**src/rtl/wdt_pkg.sv**
```systemverilog
package wdt_pkg;
  localparam int PRE_W = 20;
  localparam int CNT_W = 35;

  typedef enum logic {STG_ONE = 1'b0, STG_TWO = 1'b1} stage_e;

  // zero-extend a preload into the counter width
  function automatic logic [CNT_W-1:0] widen(input logic [PRE_W-1:0] pre);
    return {{(CNT_W-PRE_W){1'b0}}, pre};
  endfunction

  // one decrement step of the zero-based counter
  function automatic logic [CNT_W-1:0] step_down(input logic [CNT_W-1:0] c);
    return c - {{(CNT_W-1){1'b0}}, 1'b1};
  endfunction
endpackage

```
**src/rtl/wdt_preload_regs.sv**
```systemverilog
module wdt_preload_regs
  import wdt_pkg::*;
#(
  parameter int PW = PRE_W
) (
  input  logic          clk,
  input  logic          rst_n,
  input  logic          reg_wr,
  input  logic [2:0]    reg_addr,
  input  logic [7:0]    reg_wdata,
  output logic [7:0]    reg_rdata,
  output logic [PW-1:0] pre1,
  output logic [PW-1:0] pre2
);
  localparam int TOP_W = PW - 16;

  logic [1:0][PW-1:0] pre_q;
  logic [1:0]         bsel;
  logic               which;

  assign bsel  = reg_addr[1:0];
  assign which = reg_addr[2];

  for (genvar g = 0; g < 2; g++) begin : g_pre
    always_ff @(posedge clk or negedge rst_n) begin
      if (!rst_n) begin
        pre_q[g] <= '1;
      end else if (reg_wr && (which == g[0])) begin
        case (bsel)
          2'd0: pre_q[g][7:0]   <= reg_wdata;
          2'd1: pre_q[g][15:8]  <= reg_wdata;
          2'd2: pre_q[g][PW-1:16] <= reg_wdata[TOP_W-1:0];
          default: ;
        endcase
      end
    end
  end

  always_comb begin
    reg_rdata = '0;
    case (bsel)
      2'd0: reg_rdata = pre_q[which][7:0];
      2'd1: reg_rdata = pre_q[which][15:8];
      2'd2: reg_rdata[TOP_W-1:0] = pre_q[which][PW-1:16];
      default: reg_rdata = '0;
    endcase
  end

  assign pre1 = pre_q[0];
  assign pre2 = pre_q[1];

  // top byte keeps only the write data nibble
  assert_top_nibble_R3: assert property (@(posedge clk) disable iff (!rst_n)
    (reg_wr && bsel == 2'd2) |=> (pre_q[$past(which)][PW-1:16] == $past(reg_wdata[TOP_W-1:0])));

  // unmapped offsets never alter the preloads
  assert_unmapped_write_R2: assert property (@(posedge clk) disable iff (!rst_n)
    (reg_wr && bsel == 2'd3) |=> $stable(pre_q));
endmodule

```
**src/rtl/wdt_stage_core.sv**
```systemverilog
module wdt_stage_core
  import wdt_pkg::*;
#(
  parameter int PW = PRE_W,
  parameter int CW = CNT_W
) (
  input  logic          clk,
  input  logic          rst_n,
  input  logic          enable,
  input  logic          tick,
  input  logic          kick,
  input  logic          irq_clr,
  input  logic [PW-1:0] pre1,
  input  logic [PW-1:0] pre2,
  output logic [CW-1:0] count,
  output logic          in_stage2,
  output logic          irq,
  output logic          timeout_rst
);
  stage_e        stage_q;
  logic [CW-1:0] cnt_q;
  logic          en_q, irq_q, tmo_q;

  // named internal events
  logic start_ev, load_ev, run_tick, at_zero, expire_ev, irq_set, tmo_set;

  assign start_ev  = enable && !en_q;
  assign load_ev   = kick || start_ev;
  assign run_tick  = enable && tick && !load_ev;
  assign at_zero   = (cnt_q == '0);
  assign expire_ev = run_tick && at_zero;
  assign irq_set   = expire_ev && (stage_q == STG_ONE);
  assign tmo_set   = expire_ev && (stage_q == STG_TWO);

  always_ff @(posedge clk or negedge rst_n) begin
    if (!rst_n) begin
      stage_q <= STG_ONE;
      cnt_q   <= '0;
      en_q    <= 1'b0;
      irq_q   <= 1'b0;
      tmo_q   <= 1'b0;
    end else begin
      en_q  <= enable;
      tmo_q <= tmo_set;
      if (irq_set)      irq_q <= 1'b1;
      else if (irq_clr) irq_q <= 1'b0;
      if (load_ev) begin
        stage_q <= STG_ONE;
        cnt_q   <= widen(pre1);
      end else if (irq_set) begin
        stage_q <= STG_TWO;
        cnt_q   <= widen(pre2);
      end else if (tmo_set) begin
        stage_q <= STG_ONE;
        cnt_q   <= widen(pre1);
      end else if (run_tick) begin
        cnt_q   <= step_down(cnt_q);
      end
    end
  end

  assign count       = cnt_q;
  assign in_stage2   = (stage_q == STG_TWO);
  assign irq         = irq_q;
  assign timeout_rst = tmo_q;

  // timeout lasts one clock and lands in stage 1
  assert_tmo_single_R8: assert property (@(posedge clk) disable iff (!rst_n)
    timeout_rst |=> !timeout_rst);
  assert_tmo_stage1_R8: assert property (@(posedge clk) disable iff (!rst_n)
    timeout_rst |-> !in_stage2);
  // a kick always yields stage 1 with the stage-1 preload
  assert_kick_load_R9: assert property (@(posedge clk) disable iff (!rst_n)
    kick |=> (!in_stage2 && count == widen($past(pre1)) && !timeout_rst));
  // disabled and not kicked means frozen
  assert_hold_disabled_R10: assert property (@(posedge clk) disable iff (!rst_n)
    (!enable && !kick) |=> ($stable(count) && $stable(in_stage2)));
  // running tick on nonzero count decrements by one
  assert_decrement_R5: assert property (@(posedge clk) disable iff (!rst_n)
    (enable && en_q && tick && !kick && count != '0) |=> (count == $past(count) - 1));
  // stage-1 expiry moves to stage 2 and raises irq
  assert_stage1_exit_R6: assert property (@(posedge clk) disable iff (!rst_n)
    (enable && en_q && tick && !kick && count == '0 && !in_stage2) |=> (in_stage2 && irq));
endmodule

```
**src/rtl/wdt_two_stage.sv**
```systemverilog
module wdt_two_stage
  import wdt_pkg::*;
(
  input  logic             clk,
  input  logic             rst_n,
  input  logic             enable,
  input  logic             tick,
  input  logic             kick,
  input  logic             irq_clr,
  input  logic             reg_wr,
  input  logic [2:0]       reg_addr,
  input  logic [7:0]       reg_wdata,
  output logic [7:0]       reg_rdata,
  output logic [CNT_W-1:0] count,
  output logic             in_stage2,
  output logic             irq,
  output logic             timeout_rst
);
  logic [PRE_W-1:0] pre1, pre2;

  wdt_preload_regs #(.PW(PRE_W)) u_regs (
    .clk(clk), .rst_n(rst_n), .reg_wr(reg_wr), .reg_addr(reg_addr),
    .reg_wdata(reg_wdata), .reg_rdata(reg_rdata), .pre1(pre1), .pre2(pre2)
  );

  wdt_stage_core #(.PW(PRE_W), .CW(CNT_W)) u_core (
    .clk(clk), .rst_n(rst_n), .enable(enable), .tick(tick), .kick(kick),
    .irq_clr(irq_clr), .pre1(pre1), .pre2(pre2), .count(count),
    .in_stage2(in_stage2), .irq(irq), .timeout_rst(timeout_rst)
  );
endmodule

```
**config.mk**
```make
export PLATFORM = sky130hd
export DESIGN_NAME = wdt_two_stage
export DESIGN_NICKNAME = d
export VERILOG_FILES = /design/src/rtl/wdt_pkg.sv /design/src/rtl/wdt_preload_regs.sv /design/src/rtl/wdt_stage_core.sv /design/src/rtl/wdt_two_stage.sv
export SDC_FILE = /design/constraint.sdc
export NUM_CORES = 1
export LEC_CHECK = 0
export BUFFER_PORTS_ARGS = -buffer_cell sky130_fd_sc_hd__buf_2
export CAP_MARGIN = 25
export CORE_ASPECT_RATIO = 0.9
export CORE_MARGIN = 1.5
export CORE_UTILIZATION = 30
export DETAILED_ROUTE_END_ITERATION = 8
export HOLD_SLACK_MARGIN = 0.15
export SLEW_MARGIN = 10
export SYNTH_ARGS = -nofsm -noshare
export SYNTH_HDL_FRONTEND = slang
export SYNTH_HIERARCHICAL = 1
export SYNTH_SLANG_ARGS = --single-unit
export TNS_END_PERCENT = 100
```
**constraint.sdc**
```tcl
create_clock -name clk -period 5.22 [get_ports clk]
set_input_delay 0.783 -clock clk [delete_from_list [all_inputs] [get_ports clk]]
set_output_delay 0.783 -clock clk [all_outputs]
set_load 0.02 [all_outputs]
```
Yosys cells after proc, flatten, opt, wreduce, memory -nomap -nowiden
Index checks and enable logic that the tools add are counted.
{ "op_classes": {"add_sub_neg": 1, "n_lt_le_gt_ge": 1, "eq_ne": 2, "mux": 13, "n_bitwise": 2, "reduce_logical": 22} }
{ "op_table": {"columns": ["op", "count"], "rows": [
  ["35-bit two-way mux", 4],
  ["20-bit two-way mux", 2],
  ["35-bit zero test", 1],
  ["35-bit by 1-bit subtractor with 35-bit output, second input constant", 1],
  ["4-bit case mux with 3 select lines", 1],
  ["2-bit AND reduction", 6],
  ["1-bit logical AND", 8],
  ["4-bit case mux with 2 select lines", 1],
  ["1-bit two-way mux", 5],
  ["4-bit nonzero test", 1],
  ["3-bit nonzero test", 1],
  ["2-bit by 1-bit equality test with 1-bit output, second input constant", 1],
  ["2-bit equality test, second input constant", 1],
  ["1-bit zero test", 2],
  ["2-bit zero test", 1],
  ["1-bit by 2-bit < comparator with 1-bit output, second input constant", 1],
  ["1-bit inverter", 2],
  ["2-bit nonzero test", 1],
  ["1-bit logical OR", 1]
]} }
{ "totals": {"reg_bits": 79, "out_inout_bits": 46, "word_cells": 52} }

Longest topological paths before layout
Gate-level depths: netlist (run 1).
{ "depth": {"word_depth": 10, "depth_mapped": 11, "ltp_nobuf": 7} }

Modules after synthesis
Netlist (run 1), hierarchy kept.
{ "by_module_without_submodules": {"columns": ["mod", "instances", "cells_each", "area_per_inst_um2"], "rows": [
  ["wdt_stage_core", 1, 321, 2777.7],
  ["wdt_preload_regs", 1, 122, 1939.4]
]} }

Least setup slack after synthesis (run 1)
Ideal clock, no wire load.
{ "synth_path": {"kind": "register to register", "startpoint": "register u_core.cnt_q[0] (netlist: u_core/count[0])", "endpoint": "register u_core.cnt_q[30] (netlist: u_core/count[30])", "setup_ns": 0.141, "arrival_ns": 2.888, "setup_slack_ns": 2.191, "path_stages_with_launch": 12, "path_buffers": 4, "synth_period_minus_slack_ns": 3.029, "cell_sequence": "dfrtp_1 inv_1 ha_1 or4b_1 buf_2 or4_4 buf_6 or4_4 buf_6 buf_6 a41oi_1 a31oi_1"} }
{ "synth_between": {"elab_chain_cells": 6, "elab_cells_between_ends": 10, "cone_classes": "add/sub (1); mux (4); reduce/logical (5)"} }
{ "synth_rtl": {"columns": ["item", "line", "source"], "rows": [
  ["from (decl)", "wdt_stage_core.sv:21", "logic [CW-1:0] cnt_q;"],
  ["from (signal assigned)", "wdt_stage_core.sv:49", "cnt_q <= widen(pre1);"],
  ["from (signal assigned)", "wdt_stage_core.sv:52", "cnt_q <= widen(pre2);"],
  ["from (signal assigned)", "wdt_stage_core.sv:55", "cnt_q <= widen(pre1);"],
  ["branches (longest 6 deep; another with 35-bit by 1-bit subtractor with 35-bit output)", null, null]
]} }
Parallel ways; which one is timed is not known. The select of a mux whose other input is x is not followed.
A chain may end at the register's enable or synchronous reset.

Worst setup path in the final report (run 1)
{ "layout_path": {"startpoint": "register u_core.cnt_q[0] (netlist: u_core/count[0])", "endpoint": "register u_core.cnt_q[19] (netlist: u_core/count[19])"} }
The elaborated chain is that of the path after synthesis.

==> results of run 1 <==
[layout make-up]
cell class,count,area (um2),area share (%)
inverter,13,48.8,0.888
clock buffer,11,264,4.80
multi-input combinational,321,2480,45.2
clock inverter,5,37.5,0.683
tap,202,253,4.60
timing repair buffer,69,380,6.92
sequential,79,2030,36.9
[where the power goes]
group	total (mW)	leakage, nW	internal [mW]	switching [mW]
logic	0.520	1.14	0.229	0.291
clock network	0.629	0.152	0.367	0.262
registers	0.923	0.928	0.773	0.150
[per-stage QoR]
stage / power (mW) / setup WS, ps
final: 2.07 / 1960
after global routing: 2.19 / 1760
after CTS: 2.08 / 2010
after detailed placement: 1.45 / 2030
after global placement: 1.43 / 2060
after floorplan: 1.24 / 2190
[state kept, by name, summed over array words and instances (netlist names)]
name                cells
u_core/irq              1
u_core/count           35
u_core/en_q             1
u_core/in_stage2        1
u_regs/pre1            20
u_regs/pre2            20
u_core/timeout_rst      1
[cell usage in the layout (no fill, tap or decap), drive strengths merged, types with 4 or more instances in the layout]
cell / Yosys / layout
a21oi: 8 / 8
a221o: 4 / 4
a22o: 4 / 4
a22oi: 6 / 6
a31oi: 22 / 22
buf: 13 / 69
clkbuf: 17 / 11
dfrtp: 39 / 39
dfstp: 40 / 40
inv: 13 / 15
mux2: 47 / 47
mux2i: 16 / 16
mux4: 4 / 4
nand2: 16 / 16
nand2b: 6 / 6
nand3: 11 / 11
nand4: 4 / 4
nand4b: 5 / 5
nor2: 19 / 19
nor2b: 8 / 8
nor3: 16 / 16
nor4: 12 / 12
o21ai: 19 / 19
o221ai: 5 / 5
o22ai: 4 / 4
or3: 13 / 13
or4: 13 / 13
xnor2: 4 / 4
xor2: 8 / 8
[cell families after synthesis]
family	after synthesis	synth area share [%]
adder cells (fa/ha/maj)	1	0.265
multiplexers	67	16.5
AND/OR/NAND/NOR	139	18.5
AO/OA/AOI/OAI	102	15.1
buffers and inverters	43	4.43
XOR/XNOR	12	2.23
flip-flops	79	43.0
[worst register-to-register path: stages, from the launching register on]
cell and delay (ps):
dfrtp_1 410, inv_1 110, ha_1 210, or4b_1 610
or4_4 630, nor4_2 560, buf_4 300, a221oi_1 130
a22oi_1 210
[worst paths after layout]
kind | start | endpoint | slack, ps | depth (start not counted)
worst min register to register | u_core/count[28] | u_core/count[28] | 520 | 1
min in group clk | u_core/count[28] | u_core/count[28] | 520 | 1
worst max-delay path | u_core/count[0] | u_core/count[19] | 1960 | 8
worst min-delay path | rst_n | u_core/irq | 350 | 1
max in group asynchronous | rst_n | u_regs/pre2[9] | 4230 | 2
worst max register to register | u_core/count[0] | u_core/count[19] | 1960 | 8
[per-layer routing]
layer	wire (um)	track usage (%)	part of all wire (%)
met1	6580	25.3	47
met5	0	0	0
met4	141	4.30	1.0
met3	955	4.29	6.9
met2	6210	26.1	45
==> flow_summary.ini, run 1 <==
[worst_setup_path]
worstPathCellList = inv_1 > ha_1 > or4b_1 > or4_4 > nor4_2 > buf_4 > a221oi_1 > a22oi_1
crit_path_top_delay_cell = or4_4
cp-start-kind = flip-flop
path_delay_family = simple AND/OR/NAND/NOR gates
critical_path_class = flip-flop to flip-flop
max_stage_delay_ps = 630
arrival_ps = 3510
worst_ep_required_time_ps = 5470
worst-path-max-fanout = 9
endpoint_kind = flip-flop
path_buf_inv = 2

[yosys]
yosys_warnings = 6
synth.area.top_cells = dfstp_2 (22%), dfrtp_1 (21%), mux2_2 (11%)
synth_edf_count = 0
synth_most_common_cell = mux2_2
ys_types = 66
ys_seq_area_share_pct = 43.0
synth_top_area_share_pct = 22.3
syn_area_per_cell_um2 = 10.6
syn_inst = 443
synth_commonest_cells = mux2_2 (47), dfstp_2 (40), dfrtp_1 (39)
syn_area_um2 = 4720
netlist.top_cell.by_area = dfstp_2
synth_fp_nets = 462
synth-seq-cells = 79
async_flop_share_pct = 100
synth_ff_type = dfstp_2

[timing]
fin_crit_ps = 3260
fmax_ghz = 0.307
totalNegativeSetupSlack_ps = 0
slew_headroom_pct = 34.6
rsz0062_at_grt = false
hold_violations = 0
clock_skew_ps = 5.97
whs_ps = 345
setup_viol = 0
slew_viol_final = 0
worstMarginPinSlew_ps = 972
fin_crit_sh_pct = 62.4

[cts]
cts-root-buf = clkbuf_16
clk_latency_ps = 340
cts_resized = 0
cts_tree = built
cts_num_sinks = 79
hold_buffers = 0
cts_buffers = 9
post_cts_buffers = 0
clockBufferDepth = 2
htree_levels = 3
clk_pin_slew_ps = 60

[cells_and_area]
layout.nets = 512
syn2layout_area_growth_pct = 16.5
final_util_pct = 35.7
stdcell_area_um2 = 5500
diodes = 0
fillCellCount = 1587
final_layout_size_suffix_gt1_share_pct = 38.2
stdcell_count = 700

[die]
pin_count = 64
core.rowCount = 43
core_area_um2 = 15400
dieArea_um2 = 16500
die_h_um = 122
start_util_pct = 30.7
chipWidth_um = 135

[route]
antenna_left = 0
drt_iter0_markers = 322
routed_wirelength_um = 13900
route.detailed.drc = 0
vias = 3962
viasPerCell = 5.66
wl_per_cell_um = 19.8
firstDrtPassIters = 5

[power]
peakVddDrop_v = 0.000185
leakage_nw = 2.21
power_density_nw_per_um2 = 377

[outcome]
status = finished, final reports clean

[global_routing]
track_usage_pct = 17.5
grt_max_degree = 80
grt_pass1_wl_um = 22100
overflow = 0
grt_pass1_vias = 3781
antenna_found_initial = 0

[worst_hold_path]
hp-class = input pin to async pin

[placed_design]
dp_hpwl_um = 9830
postPlaceCellArea_um2 = 5170
portBuffers = 63
dp_cells = 683
place_congestion = 0.838

[run]
cap_viol_max_count = 0
Power figures use the tool's default switching activity.
==> run 2, diff against run 1 <==
ABC_AREA = 1   (was default)
clock period = 3.3 ns   (was 5.22 ns; I/O delays follow)
==> flow_summary.ini, run 2 <==
[outcome]
status = finished, final reports clean

[route]
wl_met2_um = 6500
met3_length_um = 998
route.detailed.drc = 0
drt_iter0_markers = 318
antenna_left = 0
vias = 4774
wl_met1_um = 7540
firstDrtPassIters = 5
routed_wirelength_um = 15200
viasPerCell = 4.77
highest_layer = met4
wl_per_cell_um = 15.2

[timing]
fin_crit_ps = 2300
finalWorstSetupSlack_ps = 1000
slew_headroom_pct = 60.8
fin_crit_sh_pct = 69.6
fmax_ghz = 0.435
hold_violations = 0
totalNegativeSetupSlack_ps = 0
clock_skew_ps = 8.55
slew_viol_final = 0
rsz0062_at_grt = false
setup_viol = 0
worstMarginPinSlew_ps = 587

[yosys]
netlist.top_cell.by_area = dfstp_2
synth_most_common_cell = nand2_1
yosys_warnings = 6
ys_seq_area_share_pct = 39.4
synth_edf_count = 0
synth_ff_type = dfstp_2
syn_area_um2 = 5140
synth_commonest_cells = nand2_1 (237), inv_1 (106), nor2_1 (65)
ys_types = 37
synth_fp_nets = 744
syn_area_per_cell_um2 = 7.09
synth.area.top_cells = dfstp_2 (20%), dfrtp_1 (19%), nand2_1 (17%)
synth-seq-cells = 79
async_flop_share_pct = 100
syn_inst = 725
synth_top_area_share_pct = 20.4

[cells_and_area]
final_util_pct = 35.4
syn2layout_area_growth_pct = 15.9
layout.nets = 803
final_cell_mix = nand2_1 (237), inv_1 (106), nor2_1 (65)
final_common_cell = nand2_1
stdcell_area_um2 = 5960
largest_reg_flops = 35
final_layout_size_suffix_gt1_share_pct = 22.9
diodes = 0

[placed_design]
place_congestion = 0.879
pre_cts_ws_ps = 891
dp_hpwl_um = 11400
portBuffers = 63
postPlaceCellArea_um2 = 5630

[cts]
cts_buffers = 9
cts_num_sinks = 79
cts-root-buf = clkbuf_16
post_cts_buffers = 0
htree_levels = 3
cts_resized = 0
clockBufferDepth = 2
hold_buffers = 0
clk_pin_slew_ps = 60
cts_tree = built
clk_latency_ps = 350

[power]
power_mw = 3.31
leakage_nw = 3.07
peakVddDrop_v = 0.000358
power_density_nw_per_um2 = 554

[die]
core.rowCount = 45
pin_count = 64
dieArea_um2 = 17900
chipWidth_um = 141
die_h_um = 127
core_area_um2 = 16800
start_util_pct = 30.6

[worst_setup_path]
path_buf_inv = 2
critical_path_class = flip-flop to flip-flop
crit_path_top_delay_cell = dfrtp_1
endpoint_kind = flip-flop
worst-path-max-fanout = 12
max_stage_delay_ps = 380
arrival_ps = 2510
path_delay_family = simple AND/OR/NAND/NOR gates
crit_path_frequent_cell = nand2_2
worst_ep_required_time_ps = 3510
worstPathCellList = inv_1 > ha_1 > nand2_2 > nor2_2 > nand2_2 > nor2_8 > nand2_2 > nand2_2 > inv_1 > nand3_1 > o21ai_0
cp-start-kind = flip-flop

[global_routing]
antenna_found_initial = 0
overflow = 0
grt_pass1_wl_um = 24700
track_usage_pct = 17.8
grt_max_degree = 80
grt_pass1_vias = 4410

[run]
cap_viol_max_count = 0

[worst_hold_path]
hp-class = input pin to async pin
-- run 2: cell families after synthesis --
family                     count (synthesis)  synth area share [%]
and+or+nand+nor                          386                  33.2
buffers and inverters                    127                  10.1
AOI/OAI and AO/OA                        109                  13.2
DFF                                       79                  39.4
xor gates and xnor gates                  23                  3.92
adders and majority gates                  1                 0.243
-- run 2: stage by stage --
stage | hold slack, ps | cells
floorplan | 199 | 725
global placement | 471 | 983
detailed placement | 474 | 983
CTS | 299 | 999
global route | 164 | 1000
finish | 111 | 1000
-- run 2: routing by layer --
| layer | vias to the layer above | global-route usage (%) |
|---|---|---|
| met2 | 160 | 26.5 |
| li1 | 2392 | - |
| met1 | 2212 | 26.2 |
| met3 | 10 | 3.82 |
| met4 | 0 | 3.92 |
| met5 | - | 0 |
-- run 2: worst paths after layout --
kind / slack [ps] / cells after the start / to / startpoint
min in group clk: 310 / 1 / u_core/en_q / enable
hold / removal: 110 / 1 / u_core/count[22] / rst_n
max in group asynchronous: 2520 / 2 / u_regs/pre1[7] / rst_n
setup / recovery: 1000 / 11 / u_core/count[26] / u_core/count[0]
hold reg to reg: 480 / 2 / u_regs/pre2[2] / u_regs/pre2[2]
setup reg to reg: 1000 / 11 / u_core/count[26] / u_core/count[0]
-- run 2: layout make-up --
class	count	area, um2
Sequential cell	79	2030
Tap cell	211	264
Inverter	109	409
Fill cell	1806	10900
Timing Repair Buffer	66	353
Multi-Input combinational cell	519	2600
Clock inverter	3	20.0
Clock buffer	13	292
-- run 2: worst reg2reg max path, cell delays in order (launching register included) --
cell and delay, ps:
dfrtp_1 380, inv_1 150, ha_1 280, nand2_2 110, nor2_2 160, nand2_2 140
nor2_8 200, nand2_2 90, nand2_2 230, inv_1 220, nand3_1 120, o21ai_0 80
-- run 2: where the power goes --
group          total [mW]  internal (mW)  switching, mW
clock                1.04          0.619          0.419
sequential           1.39           1.19          0.201
combinational       0.882          0.300          0.581
total                3.31           2.11           1.20
